### config.mk
export PLATFORM = sky130hd
export DESIGN_NAME = uart_sbuf_status
export DESIGN_NICKNAME = d
export VERILOG_FILES = /design/src/rtl/uart_sbuf_pkg.sv /design/src/rtl/uart_sbuf_shadow.sv /design/src/rtl/uart_sbuf_flags.sv /design/src/rtl/uart_sbuf_irq.sv /design/src/rtl/uart_sbuf_status.sv
export SDC_FILE = /design/constraint.sdc
export NUM_CORES = 1
export LEC_CHECK = 0
export ABC_AREA = 1
export BUFFER_PORTS_ARGS = -buffer_cell sky130_fd_sc_hd__buf_4
export CELL_PAD_IN_SITES_DETAIL_PLACEMENT = 1
export CELL_PAD_IN_SITES_GLOBAL_PLACEMENT = 2
export CORE_MARGIN = 3
export CORE_UTILIZATION = 19
export CTS_CLUSTER_DIAMETER = 50
export DETAILED_ROUTE_END_ITERATION = 7
export PLACE_DENSITY = 0.75
export SLEW_MARGIN = 40
export SYNTH_ARGS = -nofsm -noshare
export SYNTH_HDL_FRONTEND = slang
export SYNTH_SLANG_ARGS = --single-unit
export TNS_END_PERCENT = 100
### constraint.sdc
create_clock -name clk -period 0.9 [get_ports clk]
set_input_delay 0.09 -clock clk [delete_from_list [all_inputs] [get_ports clk]]
set_output_delay 0.09 -clock clk [all_outputs]
set_load 0.005 [all_outputs]
### src/rtl/uart_sbuf_pkg.sv
package uart_sbuf_pkg;
  localparam int STAT_W = 8;
  localparam int B_MPBT = 0;
  localparam int B_MPB  = 1;
  localparam int B_TEND = 2;
  localparam int B_PER  = 3;
  localparam int B_FER  = 4;
  localparam int B_ORER = 5;
  localparam int B_RDRF = 6;
  localparam int B_TDRE = 7;
  localparam logic [STAT_W-1:0] STAT_RST = 8'h84;

  // flags a status write may clear, per variant
  function automatic logic [STAT_W-1:0] clr_mask(input bit enh);
    logic [STAT_W-1:0] m;
    m = '0;
    m[B_PER]  = 1'b1;
    m[B_FER]  = 1'b1;
    m[B_ORER] = 1'b1;
    if (!enh) begin
      m[B_RDRF] = 1'b1;
      m[B_TDRE] = 1'b1;
    end
    return m;
  endfunction
endpackage

### src/rtl/uart_sbuf_shadow.sv
module uart_sbuf_shadow
  import uart_sbuf_pkg::*;
(
  input  logic              clk,
  input  logic              rst_n,
  input  logic              stat_rd,
  input  logic              stat_wr,
  input  logic [STAT_W-1:0] stat_q,
  output logic [STAT_W-1:0] seen_q
);
  logic [STAT_W-1:0] seen_d;
  logic              seen_en;

  always_comb begin
    seen_en = stat_rd | stat_wr;
    seen_d  = stat_rd ? stat_q : '0;
  end

  always_ff @(posedge clk or negedge rst_n) begin
    if (!rst_n)       seen_q <= '0;
    else if (seen_en) seen_q <= seen_d;
  end
endmodule

### src/rtl/uart_sbuf_flags.sv
module uart_sbuf_flags
  import uart_sbuf_pkg::*;
#(
  parameter bit ENHANCED = 1'b0
) (
  input  logic              clk,
  input  logic              rst_n,
  input  logic              stat_wr,
  input  logic [STAT_W-1:0] wr_data,
  input  logic [STAT_W-1:0] seen_q,
  input  logic              data_rd,
  input  logic              tdr_wr,
  input  logic              te_wr,
  input  logic              rx_done,
  input  logic              rx_mpb,
  input  logic              rx_perr,
  input  logic              rx_break,
  input  logic              tx_done,
  output logic [STAT_W-1:0] stat_q,
  output logic              tx_start,
  output logic              rx_load,
  output logic              rdrf_rise,
  output logic              txi_evt
);
  localparam logic [STAT_W-1:0] CLR_M = clr_mask(ENHANCED);

  logic [STAT_W-1:0] s;
  logic [STAT_W-1:0] clr;
  logic              hand_over;
  logic              any_err;
  logic              stat_en;

  always_comb begin
    s        = stat_q;
    tx_start = 1'b0;
    rx_load  = 1'b0;
    clr      = stat_wr ? (~wr_data & seen_q & CLR_M) : '0;
    s        = s & ~clr;
    if (stat_wr) s[B_MPBT] = wr_data[B_MPBT];
    if (ENHANCED && data_rd) s[B_RDRF] = 1'b0;
    any_err  = s[B_PER] | s[B_FER] | s[B_ORER];

    // shifter finished a byte
    if (tx_done) begin
      if (!s[B_TDRE]) begin
        tx_start  = 1'b1;
        s[B_TDRE] = 1'b1;
        s[B_TEND] = 1'b0;
      end else begin
        s[B_TEND] = 1'b1;
      end
    end

    // software hands a byte over
    hand_over = ENHANCED ? tdr_wr : clr[B_TDRE];
    if (hand_over) begin
      if (s[B_TEND] && (ENHANCED || !any_err)) begin
        tx_start  = 1'b1;
        s[B_TDRE] = 1'b1;
        s[B_TEND] = 1'b0;
      end else begin
        s[B_TDRE] = 1'b0;
      end
    end

    // receive side
    if (rx_done) begin
      if (s[B_RDRF]) begin
        s[B_ORER] = 1'b1;
      end else begin
        rx_load   = 1'b1;
        s[B_RDRF] = 1'b1;
        s[B_MPB]  = rx_mpb;
        s[B_PER]  = s[B_PER] | rx_perr;
      end
    end
    if (rx_break) s[B_FER] = 1'b1;

    if (te_wr) begin
      s[B_TDRE] = 1'b1;
      s[B_TEND] = 1'b1;
    end

    rdrf_rise = s[B_RDRF] & ~stat_q[B_RDRF];
    txi_evt   = tx_start | te_wr;
    stat_en   = stat_wr | data_rd | tdr_wr | te_wr | rx_done | rx_break | tx_done;
  end

  always_ff @(posedge clk or negedge rst_n) begin
    if (!rst_n)       stat_q <= STAT_RST;
    else if (stat_en) stat_q <= s;
  end
endmodule

### src/rtl/uart_sbuf_irq.sv
module uart_sbuf_irq #(
  parameter bit ENHANCED = 1'b0
) (
  input  logic clk,
  input  logic rst_n,
  input  logic rie,
  input  logic tie,
  input  logic teie,
  input  logic f_per,
  input  logic f_fer,
  input  logic f_orer,
  input  logic f_rdrf,
  input  logic f_tdre,
  input  logic f_tend,
  input  logic rdrf_rise,
  input  logic txi_evt,
  output logic irq_eri,
  output logic irq_rxi,
  output logic irq_txi,
  output logic irq_tei
);
  logic rxi_p_q;
  logic txi_p_q;
  logic rxi_p_d;
  logic txi_p_d;

  always_comb begin
    rxi_p_d = rie & rdrf_rise;
    txi_p_d = tie & txi_evt;
    irq_eri = rie & (f_per | f_fer | f_orer);
    irq_tei = teie & f_tend;
  end

  always_ff @(posedge clk or negedge rst_n) begin
    if (!rst_n) begin
      rxi_p_q <= 1'b0;
      txi_p_q <= 1'b0;
    end else begin
      rxi_p_q <= rxi_p_d;
      txi_p_q <= txi_p_d;
    end
  end

  generate
    if (ENHANCED) begin : g_pulse
      assign irq_rxi = rxi_p_q;
      assign irq_txi = txi_p_q;
    end else begin : g_level
      assign irq_rxi = rie & f_rdrf;
      assign irq_txi = tie & f_tdre;
    end
  endgenerate
endmodule

### src/rtl/uart_sbuf_status.sv
module uart_sbuf_status
  import uart_sbuf_pkg::*;
#(
  parameter bit ENHANCED = 1'b0
) (
  input  logic              clk,
  input  logic              rst_n,
  input  logic              stat_rd,
  input  logic              stat_wr,
  input  logic [STAT_W-1:0] wr_data,
  input  logic              data_rd,
  input  logic              tdr_wr,
  input  logic              te_wr,
  input  logic              rie,
  input  logic              tie,
  input  logic              teie,
  input  logic              rx_done,
  input  logic              rx_mpb,
  input  logic              rx_perr,
  input  logic              rx_break,
  input  logic              tx_done,
  output logic [STAT_W-1:0] status,
  output logic              tx_start,
  output logic              rx_load,
  output logic              irq_eri,
  output logic              irq_rxi,
  output logic              irq_txi,
  output logic              irq_tei
);
  logic [STAT_W-1:0] stat_q;
  logic [STAT_W-1:0] seen_q;
  logic              rdrf_rise;
  logic              txi_evt;

  uart_sbuf_shadow u_shadow (
    .clk     (clk),
    .rst_n   (rst_n),
    .stat_rd (stat_rd),
    .stat_wr (stat_wr),
    .stat_q  (stat_q),
    .seen_q  (seen_q)
  );

  uart_sbuf_flags #(.ENHANCED(ENHANCED)) u_flags (
    .clk       (clk),
    .rst_n     (rst_n),
    .stat_wr   (stat_wr),
    .wr_data   (wr_data),
    .seen_q    (seen_q),
    .data_rd   (data_rd),
    .tdr_wr    (tdr_wr),
    .te_wr     (te_wr),
    .rx_done   (rx_done),
    .rx_mpb    (rx_mpb),
    .rx_perr   (rx_perr),
    .rx_break  (rx_break),
    .tx_done   (tx_done),
    .stat_q    (stat_q),
    .tx_start  (tx_start),
    .rx_load   (rx_load),
    .rdrf_rise (rdrf_rise),
    .txi_evt   (txi_evt)
  );

  uart_sbuf_irq #(.ENHANCED(ENHANCED)) u_irq (
    .clk       (clk),
    .rst_n     (rst_n),
    .rie       (rie),
    .tie       (tie),
    .teie      (teie),
    .f_per     (stat_q[B_PER]),
    .f_fer     (stat_q[B_FER]),
    .f_orer    (stat_q[B_ORER]),
    .f_rdrf    (stat_q[B_RDRF]),
    .f_tdre    (stat_q[B_TDRE]),
    .f_tend    (stat_q[B_TEND]),
    .rdrf_rise (rdrf_rise),
    .txi_evt   (txi_evt),
    .irq_eri   (irq_eri),
    .irq_rxi   (irq_rxi),
    .irq_txi   (irq_txi),
    .irq_tei   (irq_tei)
  );

  assign status = stat_q;
endmodule

== Word level (Yosys, flattened, before mapping) ==
Index checks and enable logic that the tools add are counted.

* Flip-flop bits (word level): 16
* Word-level logic and storage cells: 49
* Output and inout bits: 14
* Input bits: 23

* Muxes and demuxes: 25
* Reductions and logical operators: 2
* Bitwise gates (word level): 20

{| class="wikitable"
|+ Operators by type and width
! cell !! number
|-
| 2-to-1 mux 1 bit || 22
|-
| AND 8 bit || 2
|-
| 2-to-1 mux 8 bit || 2
|-
| NOT 8 bit || 2
|-
| OR 1 bit || 12
|-
| AND 1 bit || 4
|-
| 2-to-1 mux 2 bit || 1
|-
| logical AND 1 bit || 1
|-
| zero test 1 bit || 1
|}

== Logic depth before layout (Yosys ltp) ==
Gate-level depths: netlist of run 1.

* Word-level depth: 12
* Gate-level depth with buffers: 7
* Depth with buffers taken out: 7

== Hierarchy ==
Synthesis of run 1 repeated with hierarchy kept, for this count alone.

* Cell total of the unflattened synthesis: 96
* Area total of the unflattened synthesis: 762.0 um^2

{| class="wikitable"
|+ By module, submodules not included
! module !! area each (um^2) !! instances !! seq. area each (um^2) !! cells an instance
|-
| uart_sbuf_flags || 397.9 || 1 || 202.7 || 52
|-
| uart_sbuf_shadow || 321.6 || 1 || 200.2 || 34
|-
| uart_sbuf_irq || 42.5 || 1 || 0.0 || 10
|}

== Worst setup path after synthesis of run 1 ==
No wires, ideal clock.

* Kind: register to output
* From: register u_flags.stat_q[2]
* To: output port tx_start
* Arrival: 859 ps
* Data required time: 810 ps
* Path slack: -49 ps
* Path buffers: 0
* Stages on the path, launching flop included: 5
* Cells stage by stage: dfstp_2 inv_1 o21ai_0 nand2_1 nand2_1

* Cells in the longest elaborated chain, start to end: 5

{| class="wikitable"
|+ RTL lines
! item !! line !! RTL
|-
| start, declared || uart_sbuf_flags.sv:19 || <nowiki>output logic [STAT_W-1:0] stat_q,</nowiki>
|-
| start signal, assigned || uart_sbuf_flags.sv:91 || <nowiki>else if (stat_en) stat_q <= s;</nowiki>
|-
| AND 8 bit || uart_sbuf_flags.sv:38 || <nowiki>s = s & ~clr;</nowiki>
|-
| 2-to-1 mux 1 bit || uart_sbuf_flags.sv:44 || <nowiki>if (tx_done) begin</nowiki>
|-
| logical AND 1 bit || uart_sbuf_flags.sv:57 || <nowiki>if (s[B_TEND] && (ENHANCED || !any_err)) begin</nowiki>
|-
| 2-to-1 mux 1 bit || uart_sbuf_flags.sv:57 ||
|-
| 2-to-1 mux 1 bit || uart_sbuf_flags.sv:56 || <nowiki>if (hand_over) begin</nowiki>
|-
| end, declared || uart_sbuf_status.sv:23 || <nowiki>output logic tx_start,</nowiki>
|}

No other way between the ends.

== Worst setup path after layout of run 1 ==
* From: register u_shadow.seen_q[7]
* To: output port tx_start

* Cells in the longest elaborated chain, start to end: 9
* Elaborated cells between the ends (all ways): 11
* Those cells by class: mux (7); bitwise (3); reduce/logical (1)

{| class="wikitable"
|+ RTL lines
! item !! line !! RTL
|-
| start, declared || uart_sbuf_shadow.sv:9 || <nowiki>output logic [STAT_W-1:0] seen_q</nowiki>
|-
| start signal, assigned || uart_sbuf_shadow.sv:21 || <nowiki>else if (seen_en) seen_q <= seen_d;</nowiki>
|-
| AND 8 bit * || uart_sbuf_flags.sv:37 || <nowiki>clr = stat_wr ? (~wr_data & seen_q & CLR_M) : '0;</nowiki>
|-
| 2-to-1 mux 8 bit * || uart_sbuf_flags.sv:37 ||
|-
| NOT 8 bit || uart_sbuf_flags.sv:38 ||
|-
| AND 8 bit || uart_sbuf_flags.sv:38 ||
|-
| 2-to-1 mux 1 bit || uart_sbuf_flags.sv:45 || <nowiki>if (!s[B_TDRE]) begin</nowiki>
|-
| 2-to-1 mux 1 bit || uart_sbuf_flags.sv:44 ||
|-
| logical AND 1 bit || uart_sbuf_flags.sv:57 ||
|-
| 2-to-1 mux 1 bit || uart_sbuf_flags.sv:57 ||
|-
| 2-to-1 mux 1 bit * || uart_sbuf_flags.sv:56 ||
|}

Mark *: on every way between the ends. The rest lies on a longest branch, timed or not.

==> results.json, run 1 <==
{
  "die_w_um": 65.3,
  "clk_latency_ps": 270,
  "synth_area_leaders": "dfrtp_1 41%, nand2_1 13%, inv_1 11%",
  "cts.clk_slew.worst_paths_ps": 90,
  "grtUsageTotal": 0.113,
  "crit_slowest_cell": "dfrtp_1",
  "synth_cell_types": 13,
  "cts.sinks": 13,
  "via_per_inst": 4.05,
  "ctsHtreeMaxLevel": 1,
  "fin_hold_ws_ps": -0.729,
  "drc_errors": 0,
  "synth_xor_area_frac": 0,
  "coreArea_sq_um": 3200,
  "status": "finished, violations left",
  "cts_tree": "built",
  "synth_top_area_cell": "dfrtp_1",
  "yosys.area_share.adder": 0,
  "fmax_mhz": 752,
  "dp_hpwl_mm": 1.54,
  "die_area_sq_um": 4260,
  "clk_path_buf_depth": 2,
  "path_cells": "nand3_2, inv_2, buf_4, o21ai_1, nand2_1, buf_4",
  "drt_first_iter_violations": 15,
  "ant_nets": 0,
  "leakage_nw": 0.725,
  "post-route-period-util": 1.48,
  "muxShareOfSynthArea": 0,
  "drv_slew": 0,
  "fin_ws_ps": -429,
  "synth-simple-area-share": 0.240,
  "syn_to_final_growth_pct": 98.9,
  "instances_no_fill": 192,
  "power.density_nw_per_um2": 1480,
  "initial_core_util": 0.209,
  "violations": "negative hold slack, negative setup slack",
  "synth_top_family_by_area": "simple AND/OR/NAND/NOR gates",
  "setup_viol": 18,
  "dpl_cell_area_sq_um": 1000,
  "grt_start_max_net_pins": 14,
  "post-route-min-period_ps": 1330,
  "grt_pass1_wl_mm": 3.73,
  "drive_above_1_share": 0.622,
  "yosysMostFrequentCell": "nand2_1",
  "rows": 20,
  "boundaryPins": 37,
  "cpPeakStageDelay_ps": 400,
  "final_nets": 172,
  "overflow": 0,
  "cts_made_buffers": 3,
  "hold_viol_final": 1,
  "reg2reg_depth": 8,
  "synth_compound_area_frac": 0.0899,
  "syn-cell-area_sq_um": 668,
  "slew_headroom": 0.808,
  "synth-edff-count": 0,
  "port_buffers": 32,
  "synthArstFlopShare": 1.00,
  "power_mw": 1.97,
  "synthDominantCellAreaShare": 0.412,
  "fin_util": 0.415,
  "final_area_sq_um": 1330,
  "grt_pass1_vias": 823,
  "crit_required_ps": 810,
  "syn_avg_cell_area_sq_um": 7.68,
  "worst_slew_pin_slew_ps": 287,
  "ys_top_cells_by_count": "24 x nand2_1, 19 x inv_1, 11 x dfrtp_1",
  "whs_path_depth": 3,
  "min_path_type": "primary input to flip-flop",
  "die_h_um": 65.3,
  "ys_ff_latch": 13,
  "worstSetupPathType": "flip-flop to output pin",
  "vias": 778,
  "worstSetupStartpointType": "flip-flop",
  "root_buffer": "clkbuf_4",
  "max_cap_violations": 0,
  "antennaDiodeCount": 0,
  "synthCells": 87,
  "gp_congestion": 0.707,
  "crit_path_frequent_cell": "buf_4",
  "seq_area_frac_synth": 0.491,
  "totalWireLength_mm": 2.25,
  "rsz0062_at_grt": "yes",
  "antenna_found_initial": 0,
  "fin_worst_skew_ps": 5.76,
  "crit_fanout": 3,
  "cp-end-kind": "output pin",
  "dp.cells": 168,
  "synth_nets": 110,
  "routedWlPerCell_um": 11.7,
  "synth_ff_type": "dfrtp_1",
  "first_pass_iters": 4,
  "ir_drop_mv": 0.866,
  "cp_data_arrival_time_ps": 1240,
  "ys_warn_count": 0
}
## routing by layer
metal | track usage | part of all wire
met1 | 0.134 | 0.41
met2 | 0.201 | 0.53
met3 | 0.0222 | 0.056
met4 | 0.0389 | 0.0035
met5 | 0 | 0
## through the flow
step,TNS [ps],hold WS (ps),setup slack [ps]
floorplan,-12.2,-206,-12.2
global placement,-131,-54.1,-110
detailed placement,-417,-48.1,-193
CTS,-3850,12.4,-448
global route,-4940,0.268,-517
finish,-3770,-0.729,-429
## cells by family after synthesis
logic type / Yosys count
compound gates: 11
buf+inv: 26
flops: 13
simple gates: 37
## critical path, delay by kind of cell, from the launching register on
family                 cells  cell delay [ps]
and+or+nand+nor            2              160
buffers and inverters      3              300
AOI/OAI and AO/OA          1              100
DFF                        1              400
## final timing paths
check | startpoint | to | slack, ps
worst min-delay path | rx_perr | u_flags.stat_q[3] | -0.7
worst min register to register | u_shadow.seen_q[6] | u_shadow.seen_q[6] | 520
worst max register to register | u_shadow.seen_q[4] | u_flags.stat_q[4] | -270
min in group asynchronous | rst_n | u_shadow.seen_q[7] | 200
max in group asynchronous | rst_n | u_flags.stat_q[2] | 470
worst max-delay path | u_shadow.seen_q[7] | tx_start | -430
## power by group
| part | internal (mW) | total (mW) | switching, mW |
|---|---|---|---|
| Sequential | 0.667 | 0.735 | 0.0683 |
| Combinational | 0.554 | 0.864 | 0.309 |
| Clock | 0.172 | 0.368 | 0.197 |
## state kept, by name, summed over array words and instances, names as in the netlist
register         count
u_flags.stat_q       8
u_shadow.seen_q      5
## cell usage in the layout, fill, tap and decap left out, types with 2 or more instances in the layout
| cell | n |
|---|---|
| buf_6 | 23 |
| o21ai_2 | 3 |
| dfrtp_1 | 11 |
| o21ai_0 | 4 |
| nand3_2 | 6 |
| o21ai_1 | 3 |
| inv_1 | 14 |
| nand2_1 | 15 |
| nand3_1 | 5 |
| dfstp_2 | 2 |
| nand2_2 | 10 |
| clkbuf_4 | 3 |
| buf_4 | 38 |
| dlygate4sd3_1 | 2 |
| inv_2 | 5 |
## final cells by class
| class | instances | area (sq um) |
|---|---|---|
| fill | 409 | 1870 |
| sequential | 13 | 328 |
| timing repair buffer | 63 | 564 |
| clock buffer | 4 | 26.3 |
| tap | 44 | 55.1 |
| inverter | 20 | 77.6 |
| multi-input combinational | 48 | 278 |
## what timing repair did
action                                  4_1_cts  5_1_grt
endpoints found under the setup margin       18       21
endpoints found under the hold margin        14        0
pin swaps                                     9       12
resized for setup                            32       22
gates cloned                                  0        0
hold buffers                                  2        0
setup buffers                                14       10
No activity file was read; power rests on OpenSTA's default activity.
==> run 2, diff against run 1 <==
--- a/config.mk
+++ b/config.mk
@@ -6,9 +6,11 @@
 export NUM_CORES = 1
 export LEC_CHECK = 0
 export ABC_AREA = 1
+export ABC_CLOCK_PERIOD_IN_PS = 900
 export BUFFER_PORTS_ARGS = -buffer_cell sky130_fd_sc_hd__buf_4
 export CELL_PAD_IN_SITES_DETAIL_PLACEMENT = 1
 export CELL_PAD_IN_SITES_GLOBAL_PLACEMENT = 2
+export CORE_ASPECT_RATIO = 0.5
 export CORE_MARGIN = 3
 export CORE_UTILIZATION = 19
 export CTS_CLUSTER_DIAMETER = 50
==> constraint.sdc (replaced) <==
create_clock -name clk -period 0.9 [get_ports clk]
set_input_delay 0.18 -clock clk [delete_from_list [all_inputs] [get_ports clk]]
set_output_delay 0.18 -clock clk [all_outputs]
set_load 0.005 [all_outputs]
==> results.json, run 2 (same netlist as run 1, synthesis figures left out) <==
{
  "cts.sinks": 13,
  "fin_worst_skew_ps": 4.43,
  "switching_power_mw": 0.530,
  "boundaryPins": 37,
  "fmax_mhz": 732,
  "routedWlPerCell_um": 10.2,
  "final_common_cell": "buf_4",
  "cts_tree": "built",
  "ant_nets": 0,
  "drive_above_1_share": 0.587,
  "drc_errors": 0,
  "violations": "negative setup slack",
  "power.density_nw_per_um2": 1570,
  "antennaDiodeCount": 0,
  "regMostFlops": "u_flags.stat_q",
  "dp_hpwl_mm": 1.42,
  "cp_data_arrival_time_ps": 1190,
  "final_nets": 162,
  "slew_headroom": 0.833,
  "p_sw_frac": 0.273,
  "power_frac_clock": 0.270,
  "die_w_um": 89.9,
  "fin_ws_ps": -466,
  "rows": 14,
  "clk_path_buf_depth": 2,
  "gp_congestion": 0.705,
  "most-common-layout-cells": "33 x buf_4, 19 x buf_6, 17 x nand2_1",
  "cts_made_buffers": 3,
  "grt_pass1_wl_mm": 3.17,
  "antenna_found_initial": 0,
  "path_cells": "inv_1, o21ai_1, nand2_1, buf_4",
  "cp-end-kind": "output pin",
  "clk_latency_ps": 240,
  "grt_pass1_vias": 751,
  "worst_slew_pin_slew_ps": 251,
  "dp.cells": 172,
  "worstSetupPathType": "flip-flop to output pin",
  "rrSetupSlack_ps": -60,
  "ir_drop_mv": 0.687,
  "port_buffers": 32,
  "top_regs": "u_flags.stat_q x8, u_shadow.seen_q x5",
  "seqPwrFrac": 0.373,
  "pre_cts_slack_ps": -256,
  "leakage_nw": 0.674,
  "initial_core_util": 0.211,
  "via_per_inst": 3.83,
  "vias": 712,
  "overflow": 0,
  "drt_first_iter_violations": 14,
  "root_buffer": "clkbuf_8",
  "path_delay_family": "flip-flops",
  "combPwrFrac": 0.357,
  "fillers": 383,
  "first_pass_iters": 4,
  "drv_slew": 0,
  "post-route-period-util": 1.52,
  "p_int_mw": 1.41,
  "grt_start_max_net_pins": 14,
  "max_cap_violations": 0,
  "coreArea_sq_um": 3170,
  "crit_buf_inv": 2,
  "die_h_um": 47.9,
  "die_area_sq_um": 4310,
  "hold_viol_final": 0,
  "setup_viol": 17,
  "post-route-min-period_ps": 1370,
  "ctsHtreeMaxLevel": 1,
  "rsz0062_at_grt": "yes",
  "syn_to_final_growth_pct": 85.4,
  "status": "finished, violations left",
  "worstSetupStartpointType": "flip-flop",
  "crit_fanout": 3,
  "totalWireLength_mm": 1.90,
  "cpPeakStageDelay_ps": 560,
  "grtUsageTotal": 0.0931,
  "largest_reg_flops": 8,
  "cts.clk_slew.worst_paths_ps": 60,
  "crit_required_ps": 720,
  "min_path_type": "primary input to flip-flop",
  "instances_no_fill": 186,
  "crit_slowest_cell": "dfstp_2"
}
## run 2: what timing repair did
item | 4_1_cts | 5_1_grt
hold endpoints to repair | 13 | 0
hold buffers | 1 | 0
endpoints found under the setup margin | 17 | 20
setup buffers | 4 | 7
pin swaps | 5 | 12
gates resized for setup | 17 | 24
## run 2: per-stage QoR
step | TNS, ps | area [sq um] | utilization | power, mW | hold slack (ps)
after global routing | -5030 | 1240 | 0.391 | 2.08 | 129
after detailed placement | -756 | 1010 | 0.317 | 1.19 | 39.9
after global placement | -561 | 1010 | 0.317 | 1.19 | 37.3
final | -4050 | 1240 | 0.391 | 1.94 | 118
after floorplan | -102 | 668 | - | 0.908 | -116
after CTS | -3660 | 1130 | 0.358 | 1.84 | 115
## run 2: final cells by class
cell class / instances / area (sq um) / area share
Inverter: 20 / 75.1 / 0.0606
Tap cell: 48 / 60.1 / 0.0485
Clock inverter: 1 / 5.00 / 0.00404
Clock buffer: 3 / 41.3 / 0.0333
Sequential cell: 13 / 328 / 0.265
Multi-Input combinational cell: 48 / 258 / 0.208
Timing Repair Buffer: 53 / 472 / 0.381
## run 2: power by group through the flow
| stage | logic, mW | clock network [mW] | registers [mW] |
|---|---|---|---|
| after detailed placement | 0.470 | 0 | 0.721 |
| after global routing | 0.772 | 0.576 | 0.736 |
| after global placement | 0.465 | 0 | 0.721 |
| final | 0.692 | 0.524 | 0.723 |
| after CTS | 0.578 | 0.541 | 0.720 |
| after floorplan | 0.188 | 0 | 0.720 |
## run 2: worst reg2reg max path, delay by kind of cell (launching register included)
kind / cells / cell delay [ps]
AO/OA/AOI/OAI: 1 / 160
flip-flops: 1 / 340
buffers and inverters: 2 / 180
AND/OR/NAND/NOR: 4 / 230
## run 2: worst paths after layout
check / endpoint / depth (start not counted) / start
worst max-delay path: tx_start / 4 / u_flags.stat_q[7]
max in group asynchronous: u_flags.stat_q[7] / 2 / rst_n
min in group asynchronous: u_flags.stat_q[5] / 2 / rst_n
worst min register to register: u_flags.stat_q[1] / 2 / u_flags.stat_q[1]
worst max register to register: u_flags.stat_q[1] / 7 / u_shadow.seen_q[6]
worst min-delay path: u_flags.stat_q[4] / 3 / rx_break
## run 2: per-layer routing
layer,vias to the layer above,part of all wire,GRT usage,routed length [um]
met4,0,0,0.0182,0
met1,336,0.44,0.108,841
li1,363,-,-,-
met3,0,0.039,0.0314,74
met5,-,0,0,0
met2,13,0.52,0.179,983
==> run 3, diff against run 2 <==
--- a/config.mk
+++ b/config.mk
@@ -15,7 +15,7 @@
 export CORE_UTILIZATION = 19
 export CTS_CLUSTER_DIAMETER = 50
 export DETAILED_ROUTE_END_ITERATION = 7
-export PLACE_DENSITY = 0.75
+export PLACE_DENSITY_LB_ADDON = 0.1
 export SLEW_MARGIN = 40
 export SYNTH_ARGS = -nofsm -noshare
 export SYNTH_HDL_FRONTEND = slang
==> results.json, run 3 (same netlist as run 1, synthesis figures left out) <==
{
  "instances_no_fill": 198,
  "via_per_inst": 3.84,
  "crit_fanout": 2,
  "worst_slew_pin_slew_ps": 297,
  "crit_slowest_cell": "dfstp_2",
  "grt_pass1_vias": 791,
  "die_w_um": 89.9,
  "rsz0062_at_grt": "yes",
  "drt_first_iter_violations": 30,
  "antenna_found_initial": 0,
  "cts.clk_slew.worst_paths_ps": 60,
  "max_cap_violations": 0,
  "status": "finished, violations left",
  "hold_viol_final": 0,
  "ir_drop_mv": 0.687,
  "cts_tree": "built",
  "top_regs": "u_flags.stat_q x8, u_shadow.seen_q x5",
  "die_h_um": 47.9,
  "grt_pass1_wl_mm": 3.68,
  "crit_required_ps": 720,
  "first_pass_iters": 4,
  "port_buffers": 32,
  "grtUsageTotal": 0.111,
  "min_path_type": "primary input to flip-flop",
  "dp.cells": 173,
  "worstSetupStartpointType": "flip-flop",
  "dp_hpwl_mm": 1.51,
  "regMostFlops": "u_flags.stat_q",
  "fin_worst_skew_ps": 2.10,
  "path_cells": "inv_2, o21ai_2, nand2_2, nand2_2, buf_6",
  "drv_slew": 0,
  "largest_reg_flops": 8,
  "slew_headroom": 0.802,
  "clk_latency_ps": 240,
  "initial_core_util": 0.211,
  "crit_path_frequent_cell": "nand2_2",
  "timing.setup.tns_ps": -4770,
  "routedWlPerCell_um": 11.2,
  "final_nets": 174,
  "ant_nets": 0,
  "cts.sinks": 13,
  "post-route-min-period_ps": 1380,
  "register_area_sq_um": 328,
  "fin_hold_ws_ps": 142,
  "most-common-layout-cells": "34 x buf_4, 30 x buf_6, 13 x nand2_1",
  "power_mw": 2.03,
  "cpPeakStageDelay_ps": 540,
  "coreArea_sq_um": 3170,
  "overflow": 0,
  "antennaDiodeCount": 0,
  "drc_errors": 0,
  "drive_above_1_share": 0.660,
  "grt_start_max_net_pins": 14,
  "reg2reg_depth": 8,
  "path_delay_family": "flip-flops",
  "totalWireLength_mm": 2.22,
  "root_buffer": "clkbuf_8",
  "cp_data_arrival_time_ps": 1200,
  "ctsHtreeMaxLevel": 1,
  "fmax_mhz": 724,
  "final_common_cell": "buf_4",
  "crit_buf_inv": 2,
  "rows": 14,
  "vias": 760,
  "pre_cts_slack_ps": -231,
  "whs_path_depth": 3,
  "worst-path-stages": 5,
  "cts_made_buffers": 3,
  "die_area_sq_um": 4310,
  "setup_viol": 19,
  "multi_input_area_sq_um": 293,
  "boundaryPins": 37,
  "clk_path_buf_depth": 2,
  "fillers": 377,
  "power.density_nw_per_um2": 1440,
  "post-route-period-util": 1.53,
  "cp-end-kind": "output pin",
  "fin_ws_ps": -481,
  "worstSetupPathType": "flip-flop to output pin",
  "gp_congestion": 0.675,
  "syn_to_final_growth_pct": 111,
  "leakage_nw": 0.747,
  "violations": "negative setup slack"
}
## run 3: path summary, 6_finish.rpt
path	start	to	slack [ps]
setup / recovery	u_flags.stat_q[2]	tx_start	-480
hold / removal	rx_mpb	u_flags.stat_q[1]	140
setup reg to reg	u_shadow.seen_q[4]	u_flags.stat_q[4]	-250
hold reg to reg	u_flags.stat_q[1]	u_flags.stat_q[1]	520
max in group asynchronous	rst_n	u_flags.stat_q[7]	350
min in group asynchronous	rst_n	u_flags.stat_q[4]	320
## run 3: per-layer routing
metal | track usage | routed length, um
met5 | 0 | 0
met4 | 0.00912 | 0
met3 | 0.0487 | 132
met2 | 0.171 | 1010
met1 | 0.153 | 1080
## run 3: final cells by class
| class | instances | share of cell area |
|---|---|---|
| multi-input combinational | 48 | 0.208 |
| tap | 48 | 0.0426 |
| inverter | 20 | 0.0568 |
| sequential | 13 | 0.233 |
| clock buffer | 4 | 0.0320 |
| timing repair buffer | 65 | 0.428 |
## run 3: power breakdown
| group | switching, mW | internal [mW] | leakage (nW) |
|---|---|---|---|
| Sequential | 0.0602 | 0.668 | 0.145 |
| Combinational | 0.298 | 0.482 | 0.578 |
| Clock | 0.213 | 0.313 | 0.0228 |
## run 3: tightest hold or removal path, stage by stage
cell and delay, ps:
buf_4 80, nand2_2 40, nand2_1 50
## run 3: metrics by stage
stage               cell area [sq um]  utilization
finish                           1410        0.444
global route                     1410        0.444
CTS                              1260        0.397
detailed placement               1010        0.320
global placement                 1010        0.320
floorplan                         668            -
## run 3: repair_timing
action	CTS	global route
setup endpoints to repair	18	22
setup buffers	13	11
hold buffers	1	0
hold endpoints to repair	11	0
pin swaps	13	8
resized for setup	31	32
